File: src/rtl/intc_pkg.sv
package intc_pkg;
    localparam int unsigned OFF_W = 12;

    // shared window
    localparam logic [OFF_W-1:0] OFF_CTRL   = 12'h000;
    localparam logic [OFF_W-1:0] OFF_ECAUSE = 12'h020;
    localparam logic [OFF_W-1:0] OFF_ENSET  = 12'h030;
    localparam logic [OFF_W-1:0] OFF_ENCLR  = 12'h034;
    localparam logic [OFF_W-1:0] OFF_ROUTE  = 12'h100;

    // per-CPU window
    localparam logic [OFF_W-1:0] OFF_THRESH = 12'h040;
    localparam logic [OFF_W-1:0] OFF_ACK    = 12'h044;
    localparam logic [OFF_W-1:0] OFF_MSET   = 12'h048;
    localparam logic [OFF_W-1:0] OFF_MCLR   = 12'h04C;
    localparam logic [OFF_W-1:0] OFF_EMASK  = 12'hE50;

    localparam logic [9:0] ACK_NONE = 10'h3FF;
    localparam int unsigned ERR_SRC = 4;
    localparam int unsigned FIQ_LSB = 8;
endpackage

File: src/rtl/intc_src_bank.sv
module intc_src_bank #(
    parameter int unsigned N_SRC = 64,
    parameter int unsigned N_CPU = 2,
    localparam int unsigned IDX_W = (N_SRC > 1) ? $clog2(N_SRC) : 1
) (
    input  logic                         clk,
    input  logic                         rst_n,
    input  logic                         en_set,
    input  logic                         en_clr,
    input  logic                         rt_wr,
    input  logic [IDX_W-1:0]             rt_idx,
    input  logic [31:0]                  wdata,
    output logic [N_SRC-1:0]             en,
    output logic [N_SRC-1:0][N_CPU-1:0]  irq_rt,
    output logic [N_SRC-1:0][N_CPU-1:0]  fiq_rt
);
    import intc_pkg::*;

    typedef struct packed {
        logic [N_SRC-1:0]            en;
        logic [N_SRC-1:0][N_CPU-1:0] irq_rt;
        logic [N_SRC-1:0][N_CPU-1:0] fiq_rt;
    } bank_t;

    bank_t st_d, st_q;
    logic  idx_ok;
    logic [IDX_W-1:0] idx;

    assign idx_ok = (wdata < 32'(N_SRC));
    assign idx    = wdata[IDX_W-1:0];

    always_comb begin
        st_d = st_q;
        if (en_set && idx_ok) st_d.en[idx] = 1'b1;
        if (en_clr && idx_ok) st_d.en[idx] = 1'b0;
        if (rt_wr) begin
            st_d.irq_rt[rt_idx] = wdata[N_CPU-1:0];
            st_d.fiq_rt[rt_idx] = wdata[FIQ_LSB +: N_CPU];
        end
    end

    always_ff @(posedge clk) begin
        if (!rst_n) st_q <= '0;
        else        st_q <= st_d;
    end

    assign en     = st_q.en;
    assign irq_rt = st_q.irq_rt;
    assign fiq_rt = st_q.fiq_rt;

    assert_en_clr_R3: assert property (@(posedge clk) disable iff (!rst_n)
        (en_clr && !en_set && idx_ok) |=> !st_q.en[$past(idx)]);

    assert_en_set_R3: assert property (@(posedge clk) disable iff (!rst_n)
        (en_set && !en_clr && idx_ok) |=> st_q.en[$past(idx)]);

    assert_idx_range_R9: assert property (@(posedge clk) disable iff (!rst_n)
        ((en_set || en_clr) && !idx_ok && !rt_wr) |=> $stable(st_q.en));
endmodule

File: src/rtl/intc_cpu_view.sv
module intc_cpu_view #(
    parameter int unsigned N_SRC    = 64,
    parameter int unsigned ERR_BITS = 8,
    parameter int unsigned PRIO_W   = 4,
    localparam int unsigned IDX_W = (N_SRC > 1) ? $clog2(N_SRC) : 1
) (
    input  logic                clk,
    input  logic                rst_n,
    input  logic                gen,
    input  logic [N_SRC-1:0]    en,
    input  logic [N_SRC-1:0]    route,
    input  logic [N_SRC-1:0]    src_in,
    input  logic [ERR_BITS-1:0] err_in,
    input  logic                mask_set,
    input  logic                mask_clr,
    input  logic                emask_wr,
    input  logic                thr_wr,
    input  logic [31:0]         wdata,
    output logic [9:0]          ack_code,
    output logic [ERR_BITS-1:0] emask,
    output logic [PRIO_W-1:0]   thresh,
    output logic                irq
);
    import intc_pkg::*;

    typedef struct packed {
        logic [N_SRC-1:0]    mask;
        logic [ERR_BITS-1:0] emask;
        logic [PRIO_W-1:0]   thresh;
        logic                irq;
    } view_t;

    view_t st_d, st_q;
    logic [N_SRC-1:0] pend;
    logic [N_SRC-1:0] elig;
    logic             idx_ok;
    logic [IDX_W-1:0] idx;

    assign idx_ok = (wdata < 32'(N_SRC));
    assign idx    = wdata[IDX_W-1:0];

    // pending vector: source ERR_SRC is the filtered error summary
    always_comb begin
        pend = src_in;
        if (ERR_SRC < N_SRC) pend[ERR_SRC] = |(err_in & st_q.emask);
    end

    assign elig = {N_SRC{gen}} & pend & en & ~st_q.mask & route;

    // lowest-numbered eligible source wins
    always_comb begin
        ack_code = ACK_NONE;
        for (int n = N_SRC - 1; n >= 0; n--) begin
            if (elig[n]) ack_code = 10'(n);
        end
    end

    always_comb begin
        st_d = st_q;
        if (mask_set && idx_ok) st_d.mask[idx] = 1'b1;
        if (mask_clr && idx_ok) st_d.mask[idx] = 1'b0;
        if (emask_wr) st_d.emask  = wdata[ERR_BITS-1:0];
        if (thr_wr)   st_d.thresh = wdata[PRIO_W-1:0];
        st_d.irq = |elig;
    end

    always_ff @(posedge clk) begin
        if (!rst_n) begin
            st_q      <= '0;
            st_q.mask <= '1;
        end else begin
            st_q <= st_d;
        end
    end

    assign emask  = st_q.emask;
    assign thresh = st_q.thresh;
    assign irq    = st_q.irq;

    assert_ack_elig_R6: assert property (@(posedge clk) disable iff (!rst_n)
        (ack_code != ACK_NONE) |-> elig[ack_code[IDX_W-1:0]]);

    assert_ack_none_R6: assert property (@(posedge clk) disable iff (!rst_n)
        (ack_code == ACK_NONE) |-> (elig == '0));

    assert_mask_set_R4: assert property (@(posedge clk) disable iff (!rst_n)
        (mask_set && !mask_clr && idx_ok) |=> st_q.mask[$past(idx)]);

    assert_mask_range_R9: assert property (@(posedge clk) disable iff (!rst_n)
        ((mask_set || mask_clr) && !idx_ok) |=> $stable(st_q.mask));
endmodule

File: src/rtl/intc_core.sv
module intc_core #(
    parameter int unsigned N_SRC    = 64,
    parameter int unsigned N_CPU    = 2,
    parameter int unsigned ERR_BITS = 8,
    parameter int unsigned PRIO_W   = 4,
    parameter int unsigned ADDR_W   = 13,
    parameter int unsigned CPU_W    = (N_CPU > 1) ? $clog2(N_CPU) : 1
) (
    input  logic                clk,
    input  logic                rst_n,
    input  logic                bus_wr,
    input  logic                bus_rd,
    input  logic [CPU_W-1:0]    bus_cpu,
    input  logic [ADDR_W-1:0]   bus_addr,
    input  logic [31:0]         bus_wdata,
    output logic [31:0]         bus_rdata,
    input  logic [N_SRC-1:0]    src_in,
    input  logic [ERR_BITS-1:0] err_in,
    output logic [N_CPU-1:0]    irq_out
);
    import intc_pkg::*;

    localparam int unsigned IDX_W = (N_SRC > 1) ? $clog2(N_SRC) : 1;
    localparam logic [OFF_W-1:0] ROUTE_END = OFF_W'(32'(OFF_ROUTE) + 4 * N_SRC);
    localparam logic [9:0] SRC_COUNT = 10'(N_SRC);

    typedef struct packed {
        logic        gen;
        logic [31:0] rdata;
    } top_t;

    top_t st_d, st_q;

    logic [OFF_W-1:0] off;
    logic [OFF_W-1:0] rt_off;
    logic             win_cpu;
    logic             cpu_ok;
    logic             in_route;
    logic             sh_wr;
    logic             pc_wr;
    logic [IDX_W-1:0] rt_idx;

    logic [N_SRC-1:0]            en;
    logic [N_SRC-1:0][N_CPU-1:0] irq_rt;
    logic [N_SRC-1:0][N_CPU-1:0] fiq_rt;

    logic [N_CPU-1:0][9:0]          ack_all;
    logic [N_CPU-1:0][ERR_BITS-1:0] emask_all;
    logic [N_CPU-1:0][PRIO_W-1:0]   thr_all;

    assign off      = bus_addr[OFF_W-1:0];
    assign win_cpu  = bus_addr[ADDR_W-1];
    assign cpu_ok   = (32'(bus_cpu) < N_CPU);
    assign in_route = (off >= OFF_ROUTE) && (off < ROUTE_END);
    assign rt_off   = off - OFF_ROUTE;
    assign rt_idx   = rt_off[IDX_W+1:2];
    assign sh_wr    = bus_wr && !win_cpu;
    assign pc_wr    = bus_wr && win_cpu && cpu_ok;

    intc_src_bank #(
        .N_SRC (N_SRC),
        .N_CPU (N_CPU)
    ) u_bank (
        .clk    (clk),
        .rst_n  (rst_n),
        .en_set (sh_wr && off == OFF_ENSET),
        .en_clr (sh_wr && off == OFF_ENCLR),
        .rt_wr  (sh_wr && in_route),
        .rt_idx (rt_idx),
        .wdata  (bus_wdata),
        .en     (en),
        .irq_rt (irq_rt),
        .fiq_rt (fiq_rt)
    );

    for (genvar c = 0; c < N_CPU; c++) begin : g_cpu
        logic [N_SRC-1:0] route_col;
        logic             sel;

        always_comb begin
            for (int n = 0; n < N_SRC; n++) route_col[n] = irq_rt[n][c];
        end

        assign sel = pc_wr && (32'(bus_cpu) == c);

        intc_cpu_view #(
            .N_SRC    (N_SRC),
            .ERR_BITS (ERR_BITS),
            .PRIO_W   (PRIO_W)
        ) u_view (
            .clk      (clk),
            .rst_n    (rst_n),
            .gen      (st_q.gen),
            .en       (en),
            .route    (route_col),
            .src_in   (src_in),
            .err_in   (err_in),
            .mask_set (sel && off == OFF_MSET),
            .mask_clr (sel && off == OFF_MCLR),
            .emask_wr (sel && off == OFF_EMASK),
            .thr_wr   (sel && off == OFF_THRESH),
            .wdata    (bus_wdata),
            .ack_code (ack_all[c]),
            .emask    (emask_all[c]),
            .thresh   (thr_all[c]),
            .irq      (irq_out[c])
        );
    end

    always_comb begin
        st_d = st_q;
        if (sh_wr && off == OFF_CTRL) st_d.gen = bus_wdata[0];
        st_d.rdata = '0;
        if (bus_rd) begin
            if (!win_cpu) begin
                if (off == OFF_CTRL)
                    st_d.rdata = {20'b0, SRC_COUNT, 1'b0, st_q.gen};
                else if (off == OFF_ECAUSE)
                    st_d.rdata = 32'(err_in);
                else if (in_route) begin
                    st_d.rdata[N_CPU-1:0]         = irq_rt[rt_idx];
                    st_d.rdata[FIQ_LSB +: N_CPU]  = fiq_rt[rt_idx];
                end
            end else if (cpu_ok) begin
                if (off == OFF_ACK)
                    st_d.rdata = {22'b0, ack_all[bus_cpu]};
                else if (off == OFF_THRESH)
                    st_d.rdata = 32'(thr_all[bus_cpu]);
                else if (off == OFF_EMASK)
                    st_d.rdata = 32'(emask_all[bus_cpu]);
            end
        end
    end

    always_ff @(posedge clk) begin
        if (!rst_n) st_q <= '0;
        else        st_q <= st_d;
    end

    assign bus_rdata = st_q.rdata;

    assert_gen_off_R2: assert property (@(posedge clk) disable iff (!rst_n)
        !$past(st_q.gen) |-> (irq_out == '0));

    assert_quiet_bus_R9: assert property (@(posedge clk) disable iff (!rst_n)
        !$past(bus_rd) |-> (bus_rdata == '0));
endmodule

File: config.mk
export PLATFORM = sky130hd
export DESIGN_NAME = intc_core
export DESIGN_NICKNAME = d
export VERILOG_FILES = /design/src/rtl/intc_pkg.sv /design/src/rtl/intc_src_bank.sv /design/src/rtl/intc_cpu_view.sv /design/src/rtl/intc_core.sv
export SDC_FILE = /design/constraint.sdc
export NUM_CORES = 1
export LEC_CHECK = 0
export ABC_AREA = 1
export BUFFER_PORTS_ARGS = -buffer_cell sky130_fd_sc_hd__buf_2
export CAP_MARGIN = 25
export CORE_AREA = 2 2 242 244
export DETAILED_ROUTE_END_ITERATION = 7
export DIE_AREA = 0 0 244 246
export PLACE_DENSITY = 0.61
export SYNTH_ARGS = -nofsm -noshare
export SYNTH_HDL_FRONTEND = slang
export SYNTH_SLANG_ARGS = --single-unit
File: constraint.sdc
create_clock -name clk -period 4.4 [get_ports clk]
set_input_delay 0.88 -clock clk [delete_from_list [all_inputs] [get_ports clk]]
set_output_delay 0.88 -clock clk [all_outputs]
set_load 0.02 [all_outputs]
==> impl_metrics.toml <==
[yosys]
synth-seq-cells = 485
synth_area_leader_cell = "dfxtp_1"
synth_warnings = 0
async_flop_share_pct = 0
netlist_instances = 3161
yosys.area.top_type_share_pct = 42.6
yosysMostFrequentCell = "dfxtp_1"
synth_edf_count = 0
yosysUniqueCellTypes = 45
synth_area_leaders = "dfxtp_1, nand2_1, o21ai_0, nor2_1, inv_1"
synth_ff_type = "dfxtp_1"
syn_area_per_cell_um2 = 7.22
ys_seq_area_share_pct = 42.6
synth_commonest_cells = "dfxtp_1, nand2_1, nor2_1, inv_1, o21ai_0"
syn_area_mm2 = 0.0228

[detailed_routing]
drc = 0
first_pass_iters = 5
wire_per_inst_um = 21.1
vias = 22600
postRouteAntennaNets = 0
first_iter_violations = 2362
vias_per_cell = 5.57
routed_wl_um = 85600

[cells_and_area]
fin_area_mm2 = 0.0263
syn2layout_area_growth_pct = 15.3
fin_util_pct = 45.8
final_cells = 4065
drive_gt1_share_pct = 12.1
finalNetCount = 3381

[timing]
skew_ps = 16.3
tightest_slew_ps = 1080
fin_crit_sh_pct = 95.9
fmax_mhz = 237
slew_violations = 0
whs_ps = 447
timing.final.hold_violations = 0
min_period_ps = 4220
slew_headroom_pct = 27.8
setup_violations = 0
rsz0062_at_grt = "yes"

[placed_design]
placement.cell_area_mm2 = 0.0244
gp_congestion = 0.929
dp.cells = 3967
numPortBuffers = 132
dp_hpwl_um = 59400

[global_route]
grt_pass1_vias = 20500
grt_pass1_wl_um = 127000
track_usage_pct = 27.7
grt_max_degree = 146
grt-ovfl-total = 0
antenna_found_initial = 7

[setup_path]
worstPathRequired_ps = 4940
start_kind = "flip-flop"
worstSetupEndpointType = "flip-flop"
r2r_end = "bus_rdata[0]"
worstPathArrival_ps = 4760
reg2regPathDepth = 65
slowest_delay_ps = 400
reg2reg_from = "st_q[32]"
critPathMaxFanout = 7
path_common_cell = "nand2_1"
path_class = "flip-flop to flip-flop"
r2r_slack_ps = 180
cpMaxStageDelayCell = "dfxtp_4"

[min_path]
hold_start = "u_bank.fiq_rt[33]"
hp-class = "flip-flop to flip-flop"
holdPathStages = 2
holdPathEnd = "u_bank.fiq_rt[33]"

[power]
power.share.clock_pct = 48.2
p_int_w = 0.00716
swShare_pct = 24.0
pwr-share-comb_pct = 5.2
power_frac_seq_pct = 46.6
p_leak_nw = 9.75
ir_worst_vdd_uv = 297
power_w = 0.00942
powerDensity_mw_per_mm2 = 358
power_switching_w = 0.00226

[job]
drv_cap = 0

[cts]
clk_pin_slew_worst_paths_ps = 60
post_cts_buffers = 0
cts_max_level = 2
cts_tree = "yes"
cts.root.buffer_cell = "clkbuf_16"
cts_num_sinks = 485
ctsHoldBuffers = 0
clock_latency_ps = 610
cts_max_path_buffers = 3
cts_resized = 0
numCtsBuffers = 53

[floorplan]
dieArea_mm2 = 0.0600
pin_count = 156
row_count = 88
initial_utilization_pct = 39.8
die_w_um = 244
die_y_um = 246
coreArea_mm2 = 0.0574

[outcome]
outcome = "finished clean"
==> logic make-up (layout without fill, tap and decap cells) <==
group | Yosys count | after routing | share of synthesized area [%]
AOI/OAI and AO/OA | 987 | 987 | 27.5
buffers and inverters | 541 | 657 | 9.36
and+or+nand+nor | 1147 | 1147 | 20.6
other | 1 | 24 | 0.0164
DFF | 485 | 485 | 42.6
==> power groups by stage <==
stage          Clock [W]  Combinational [W]  Sequential (W)
6_report         0.00454           0.000490         0.00439
5_1_grt          0.00476           0.000511         0.00439
4_1_cts          0.00458           0.000474         0.00439
3_5_place_dp           0           0.000473         0.00449
3_3_place_gp           0           0.000472         0.00449
2_1_floorplan          0           0.000245         0.00449
==> per-stage QoR <==
step	setup slack (ps)	TNS (ps)
after floorplan	377	0
after global placement	-426	-426
after detailed placement	-384	-384
after CTS	116	0
after global routing	-491	-491
final	182	0
==> worst max-delay path, delay by kind of cell (launching register included) <==
kind / cells / cell delay, ps
AO/OA/AOI/OAI: 1 / 100
AND/OR/NAND/NOR: 62 / 3460
buffers and inverters: 2 / 170
flip-flops: 1 / 400
==> placed cells by master (no fill, tap or decap), drive strengths merged, types with 76 or more instances in the layout <==
master,count
a211oi,120
a21oi,214
buf,211
clkbuf,76
dfxtp,485
inv,346
nand2,481
nand3,135
nor2,395
nor3,106
o21ai,327
==> layout make-up <==
class | instances | area, µm²
multi-input combinational | 2156 | 11100
clock buffer | 76 | 1580
fill | 5909 | 31100
sequential | 485 | 9710
timing repair buffer | 211 | 1410
antenna | 2 | 5.00
tap | 765 | 957
inverter | 352 | 1330
clock inverter | 18 | 173
==> per-layer routing <==
metal  share of wire (%)  global-route usage, %  up-vias
met3                 8.7                   5.33      153
met2                  42                   41.1      935
met1                  46                   39.9    10500
met5               0.042                      0        -
li1                    -                      -    11100
met4                 3.3                   9.36        6
==> worst max-delay path by stage <==
| stage | startpoint | end | cells past startpoint |
|---|---|---|---|
| 5_1_grt | st_q[32] | bus_rdata[0] | 67 |
| 4_1_cts | st_q[32] | bus_rdata[0] | 64 |
| 3_5_place_dp | src_in[62] | bus_rdata[0] | 68 |
| 6_report | st_q[32] | bus_rdata[0] | 65 |
| 3_3_place_gp | src_in[62] | bus_rdata[0] | 68 |
| 2_1_floorplan | src_in[60] | bus_rdata[0] | 67 |
Note: power is estimated with default switching activity, not from simulation.
